### config.mk
export PLATFORM = sky130hd
export DESIGN_NAME = link_cmp_dbg
export DESIGN_NICKNAME = d
export VERILOG_FILES = /design/src/rtl/ldbg_pkg.sv /design/src/rtl/link_pair_eval.sv /design/src/rtl/link_sts_reg.sv /design/src/rtl/link_cmp_dbg.sv
export SDC_FILE = /design/constraint.sdc
export NUM_CORES = 1
export LEC_CHECK = 0
export BUFFER_PORTS_ARGS = -buffer_cell sky130_fd_sc_hd__buf_2
export CAP_MARGIN = 20
export CORE_AREA = 2 2 39 41
export DETAILED_ROUTE_END_ITERATION = 7
export DIE_AREA = 0 0 41 43
export RECOVER_POWER = 100
export SLEW_MARGIN = 20
export SYNTH_ARGS = -nofsm -noshare
export SYNTH_HDL_FRONTEND = slang
export SYNTH_SLANG_ARGS = --single-unit
### constraint.sdc
create_clock -name clk_i -period 0.96 [get_ports clk_i]
set_clock_uncertainty 0.1 [all_clocks]
set_input_delay 0.144 -clock clk_i [delete_from_list [all_inputs] [get_ports clk_i]]
set_output_delay 0.144 -clock clk_i [all_outputs]
set_load 0.01 [all_outputs]
### src/rtl/ldbg_pkg.sv
package ldbg_pkg;
  localparam int unsigned NUM_PAIR = 2;
  localparam int unsigned STS_W    = 2 * NUM_PAIR;
  // pair whose data comparator may double as a mask/range bound
  localparam int unsigned BOUND_PAIR = 1;

  typedef enum logic [1:0] {
    STS_IAC_A = 2'd0,
    STS_IAC_C = 2'd1,
    STS_DAC_1 = 2'd2,
    STS_DAC_2 = 2'd3
  } sts_idx_e;
endpackage

### src/rtl/link_pair_eval.sv
module link_pair_eval (
  input  logic vld_i,
  input  logic iac_hit_i,
  input  logic iac_en_i,
  input  logic dac_hit_i,
  input  logic dac_en_i,
  input  logic link_req_i,
  input  logic link_ok_i,
  input  logic multi_intr_i,
  output logic iac_set_o,
  output logic dac_set_o
);
  logic linked;
  logic dac_qual;

  assign linked = link_req_i & link_ok_i;

  // linked: needs paired instruction hit, dropped on interrupted multiple
  always_comb begin
    if (linked) dac_qual = iac_hit_i & ~multi_intr_i;
    else        dac_qual = 1'b1;
  end

  assign iac_set_o = vld_i & ~linked & iac_en_i & iac_hit_i;
  assign dac_set_o = vld_i & dac_en_i & dac_hit_i & dac_qual;
endmodule

### src/rtl/link_sts_reg.sv
module link_sts_reg #(
  parameter int unsigned W = 4
) (
  input  logic         clk_i,
  input  logic         rst_ni,
  input  logic [W-1:0] set_i,
  input  logic [W-1:0] clr_i,
  output logic [W-1:0] sts_o
);
  always_ff @(posedge clk_i or negedge rst_ni) begin
    if (!rst_ni) sts_o <= '0;
    else         sts_o <= (sts_o & ~clr_i) | set_i;  // set wins
  end
endmodule

### src/rtl/link_cmp_dbg.sv
module link_cmp_dbg
  import ldbg_pkg::*;
(
  input  logic                clk_i,
  input  logic                rst_ni,
  input  logic                retire_vld_i,
  input  logic [NUM_PAIR-1:0] iac_hit_i,
  input  logic [NUM_PAIR-1:0] iac_en_i,
  input  logic [NUM_PAIR-1:0] dac_hit_i,
  input  logic [NUM_PAIR-1:0] dac_en_i,
  input  logic [NUM_PAIR-1:0] link_en_i,
  input  logic                dac2_bound_i,
  input  logic                multi_intr_i,
  input  logic [STS_W-1:0]    clr_i,
  output logic [STS_W-1:0]    set_o,
  output logic [STS_W-1:0]    sts_o
);
  logic [NUM_PAIR-1:0] link_ok;
  logic [NUM_PAIR-1:0] iac_set;
  logic [NUM_PAIR-1:0] dac_set;

  for (genvar p = 0; p < NUM_PAIR; p++) begin : g_pair
    if (p == BOUND_PAIR) begin : g_bnd
      assign link_ok[p] = ~dac2_bound_i;
    end else begin : g_free
      assign link_ok[p] = 1'b1;
    end

    link_pair_eval u_eval (
      .vld_i       (retire_vld_i),
      .iac_hit_i   (iac_hit_i[p]),
      .iac_en_i    (iac_en_i[p]),
      .dac_hit_i   (dac_hit_i[p]),
      .dac_en_i    (dac_en_i[p]),
      .link_req_i  (link_en_i[p]),
      .link_ok_i   (link_ok[p]),
      .multi_intr_i(multi_intr_i),
      .iac_set_o   (iac_set[p]),
      .dac_set_o   (dac_set[p])
    );
  end

  assign set_o = {dac_set, iac_set};

  link_sts_reg #(.W(STS_W)) u_sts (
    .clk_i (clk_i),
    .rst_ni(rst_ni),
    .set_i (set_o),
    .clr_i (clr_i),
    .sts_o (sts_o)
  );
endmodule

======== Word-level counts from Yosys, hierarchy flattened ========
Index checks and enable logic that the tools add are counted.
word-level totals
  flip-flop bits (word level) ............. 4
  input port bits ......................... 19
  output and inout port bits .............. 8
cells by class
  multiplexer cells ....................... 2
  bitwise gates (word level) .............. 22
operators by type and width
  kind               count
  1-bit AND          15
  4-bit AND          1
  1-bit inverter     4
  4-bit inverter     1
  4-bit bitwise OR   1
  1-bit two-way mux  2

======== Longest topological paths before layout ========
  depth after elaboration ................. 7
  depth in mapped cells ................... 3
  depth with buffers taken out ............ 3

======== Modules after synthesis ========
A second synthesis with hierarchy kept.
second synthesis, totals
  cell total of the unflattened synthesis .. 24
  area, all modules ....................... 207.7 µm²
by module, submodules not included
  module          instances  cells an instance  area each (µm²)  sequential area each (µm²)
  link_sts_reg    1          12                 145.1            100.1
  link_pair_eval  2          5                  27.5             0.0
  link_cmp_dbg    1          2                  7.5              0.0

======== Worst setup path after synthesis ========
OpenSTA, ideal clock, no wires.
  path type ............................... in2out
  start point ............................. input multi_intr_i
  end point ............................... output set_o[2]
  data arrival time ....................... 0.525 ns
  data required time ...................... 0.716 ns
  path slack .............................. 0.191 ns
  stages on the path ...................... 3
  path buffers ............................ 1
  cell sequence ........................... nand2b_4 -> a21oi_2 -> buf_4
between the ends
  word-level cells in the longest chain between the ends .. 4
ends and longest elaborated chain
  what               RTL line              RTL
  start, declared    link_cmp_dbg.sv:13    input logic multi_intr_i,
  1-bit inverter     link_pair_eval.sv:20  if (linked) dac_qual = iac_hit_i & ~multi_intr_i;
  1-bit AND          link_pair_eval.sv:20
  1-bit two-way mux  link_pair_eval.sv:20
  1-bit AND          link_pair_eval.sv:25  assign dac_set_o = vld_i & dac_en_i & dac_hit_i & dac_qual;
  end, declared      link_cmp_dbg.sv:15    output logic [STS_W-1:0] set_o,
No other way between the ends.

======== Worst setup path after layout ========
  start point ............................. register u_sts.sts_o[0]
  end point ............................... output sts_o[0]
RTL lines
  what                    RTL line            RTL
  start, declared         link_sts_reg.sv:8   output logic [W-1:0] sts_o
  start signal, assigned  link_sts_reg.sv:12  else sts_o <= (sts_o & ~clr_i) | set_i;
  end, declared           link_cmp_dbg.sv:16  output logic [STS_W-1:0] sts_o
No word-level cell between the ends.

==> flow_metrics.tcl <==
set metrics [dict create \
    vias 270 \
    dpl.hpwl_um 545 \
    final_max_slew_viol_count 0 \
    fin_area_um2 440 \
    critPathArrivalTime_ns 0.73 \
    count_of_cell_types_in_the_netlist 11 \
    met2_usage_pct 12.8 \
    cts_inserted_buffers 3 \
    wire_per_inst_um 8.69 \
    drt_drc_violations_left 0 \
    worstPathBufferInverterCount 1 \
    die_h_um 43 \
    portBuffers 26 \
    synth.ff_latch_count 4 \
    power_mw 0.510 \
    clkTransAtPathRegs_ns 0.04 \
    dr.pass1.iters 2 \
    final_antenna_net_count 0 \
    total_leakage_power_nw 0.280 \
    area_delta_synth_final_pct 68.4 \
    grt_util_all_layers_pct 8.85 \
    groute.layer.met3.usage_pct 1.57 \
    grt_start_max_net_pins 5 \
    start_kind "register" \
    syn_inst 26 \
    power.share.clock_pct 39.8 \
    row_count 14 \
    drive_gt1_share_pct 63.6 \
    grt_pass1_vias 277 \
    synth_sequential_area_ratio_pct 38.3 \
    hold_viol 0 \
    n_fill_cell 149 \
    syn_avg_cell_area_um2 10.1 \
    grt_antenna_before_repair 0 \
    synth.top_cell.area_share_pct 38.3 \
    largest_reg_flops 4 \
    critPathSlowestCell "sky130_fd_sc_hd__dfrtp_1" \
    place_worst_setup_slack_ns 0.0181 \
    postPlaceCellArea_um2 382 \
    met1_usage_pct 9.39 \
    timing.final.crit_share_pct 101 \
    synth_commonest_cells "sky130_fd_sc_hd__buf_4 (4), sky130_fd_sc_hd__dfrtp_1 (4), sky130_fd_sc_hd__inv_1 (4)" \
    floorplan.core_area_mm2 0.00138 \
    worst_setup_path_end_kind "output port" \
    comb_power_share_pct 23.7 \
    tritoncts "done" \
    timing.critical_path.slowest_cell_delay_ns 0.36 \
    largest_reg_by_ff_count "u_sts.sts_o" \
    failing_checks "negative setup slack" \
    initial_utilization_pct 18.9 \
    nNetsFinal 76 \
    cell_internal_pwr_mw 0.390 \
    mappedNetlistNets 45 \
    globalRoute.busiestLayer "met2" \
    run_status "finished, violations left" \
    top_level_ports 27 \
    place.gp.congestion 0.624 \
    ir_drop_mv 0.297 \
    post_layout_min_period_ns 0.974 \
    switching_power_mw 0.119 \
    finalSetupViolCount 4 \
    worst_pin_slew_ns 0.210 \
    critical_path_required_ns 0.72 \
    synthFlopType "sky130_fd_sc_hd__dfrtp_1" \
    pwr-share-seq_pct 36.4 \
    clockRootBuffer "sky130_fd_sc_hd__clkbuf_4" \
    cell_area_after_synthesis_um2 262 \
    drv.max_cap_violation_count 0 \
    cts.sink_count 4 \
    rsz0062_at_grt "true" \
    ys_top_cells_by_area "sky130_fd_sc_hd__dfrtp_1 (38%), sky130_fd_sc_hd__buf_4 (11%), sky130_fd_sc_hd__nand2b_4 (11%)" \
    finalSetupTns_ns -0.0533 \
    synth_edf_count 0 \
    synth.largest_area_cell "sky130_fd_sc_hd__dfrtp_1" \
    vias_per_cell 3.80 \
    grt_first_pass_wirelength_um 986 \
    worst_slew_margin_rel_pct 86.0 \
    overflow 0 \
    power-per-cell-area_mw_per_mm2 1160 \
    detailed_route_wire_length_um 617 \
    clock_path_buffers 2 \
    max_freq_ghz 1.03 \
    number_of_synthesis_warnings 0 \
    critical_path.top_delay_family "flip-flops" \
    maximum_fanout_encountered_on_the_critical_timing_path 2 \
    holdCritPathClass "in -> reg" \
    die_area_mm2 0.00176 \
    dr.first_iter.drc_count 2 \
    final.setup.worst_slack_ns -0.0142 \
    timing_worst_setup_path_type "reg -> out" \
    power.share.switching_pct 23.4 \
    reg_top3 "u_sts.sts_o (4)" \
    crit_path_cell_trace "buf_2" \
    clk-insertion-delay-late_ns 0.23 \
    chipWidth_um 41 \
    htree_num_levels 1 \
    insertedDiodeCount 0 \
    async_flop_share_pct 100 \
]
==> cells in the final DEF, fill, tap and decap left out <==
| master | Yosys | layout |
|---|---|---|
| sky130_fd_sc_hd__inv_1 | 4 | 4 |
| sky130_fd_sc_hd__dlygate4sd3_1 | 0 | 2 |
| sky130_fd_sc_hd__a21oi_4 | 0 | 1 |
| sky130_fd_sc_hd__o22ai_1 | 1 | 1 |
| sky130_fd_sc_hd__clkbuf_1 | 0 | 1 |
| sky130_fd_sc_hd__dfrtp_1 | 4 | 4 |
| sky130_fd_sc_hd__a21oi_2 | 2 | 1 |
| sky130_fd_sc_hd__nor2_1 | 1 | 1 |
| sky130_fd_sc_hd__and4b_1 | 1 | 1 |
| sky130_fd_sc_hd__a21o_1 | 3 | 3 |
| sky130_fd_sc_hd__nor2b_2 | 0 | 1 |
| sky130_fd_sc_hd__clkbuf_4 | 0 | 3 |
| sky130_fd_sc_hd__buf_4 | 4 | 2 |
| sky130_fd_sc_hd__nand3_1 | 3 | 3 |
| sky130_fd_sc_hd__clkbuf_2 | 0 | 2 |
| sky130_fd_sc_hd__nand2b_4 | 2 | 2 |
| sky130_fd_sc_hd__buf_2 | 0 | 23 |
==> path summary, 6_finish.rpt <==
path                            depth (start not counted)           start  slack (ns)        endpoint
worst max-delay path                                    1  u_sts.sts_o[0]       -0.01        sts_o[0]
worst min-delay path                                    3        clr_i[2]        0.08  u_sts.sts_o[2]
worst max register to register                          2  u_sts.sts_o[2]        0.12  u_sts.sts_o[2]
worst min register to register                          1  u_sts.sts_o[0]        0.37  u_sts.sts_o[0]
max in group asynchronous                               2          rst_ni        0.41  u_sts.sts_o[3]
min in group asynchronous                               2          rst_ni        0.17  u_sts.sts_o[0]
==> cells by family (layout without fill, tap and decap cells) <==
logic type	Yosys count	count (layout)	share of synthesized area, %
AO/OA/AOI/OAI	6	6	17.7
buffers and inverters	8	37	17.2
AND/OR/NAND/NOR	8	8	26.8
flip-flops	4	4	38.3
==> metal layers <==
metal	wire length [µm]	up-vias
li1	-	142
met1	244	109
met2	298	19
met3	73	0
met4	0	0
met5	0	-
==> metrics by stage <==
| stage | std cells | util [%] | hold WS [ns] |
|---|---|---|---|
| 2_1_floorplan | 26 | - | -0.252 |
| 3_3_place_gp | 64 | 27.6 | -0.145 |
| 3_5_place_dp | 64 | 27.6 | -0.147 |
| 4_1_cts | 71 | 31.7 | 0.0722 |
| 5_1_grt | 71 | 31.8 | 0.101 |
| 6_report | 71 | 31.8 | 0.0808 |
==> cell type report <==
type / instances / area [µm²] / area share, %
flip-flops and latches: 4 / 100 / 22.7
clock buffers: 3 / 22.5 / 5.11
repair buffers: 30 / 164 / 37.2
inverters: 4 / 15.0 / 3.41
well taps: 16 / 20.0 / 4.55
multi-input cells: 14 / 119 / 27.0
==> power by group through the flow <==
stage / Combinational, mW / Sequential (mW) / Clock, mW
2_1_floorplan: 0.0443 / 0.194 / 0
3_3_place_gp: 0.106 / 0.188 / 0
3_5_place_dp: 0.108 / 0.188 / 0
4_1_cts: 0.123 / 0.186 / 0.213
5_1_grt: 0.134 / 0.187 / 0.231
6_report: 0.121 / 0.186 / 0.203
==> what timing repair did <==
item,in CTS,in global routing
gates resized for setup,0,2
buffers inserted,2,0
endpoints found under the hold margin,5,0
endpoints found under the setup margin,4,5
pin swaps,0,0
hold buffers,2,0
No activity file was read; power rests on OpenSTA's default activity.
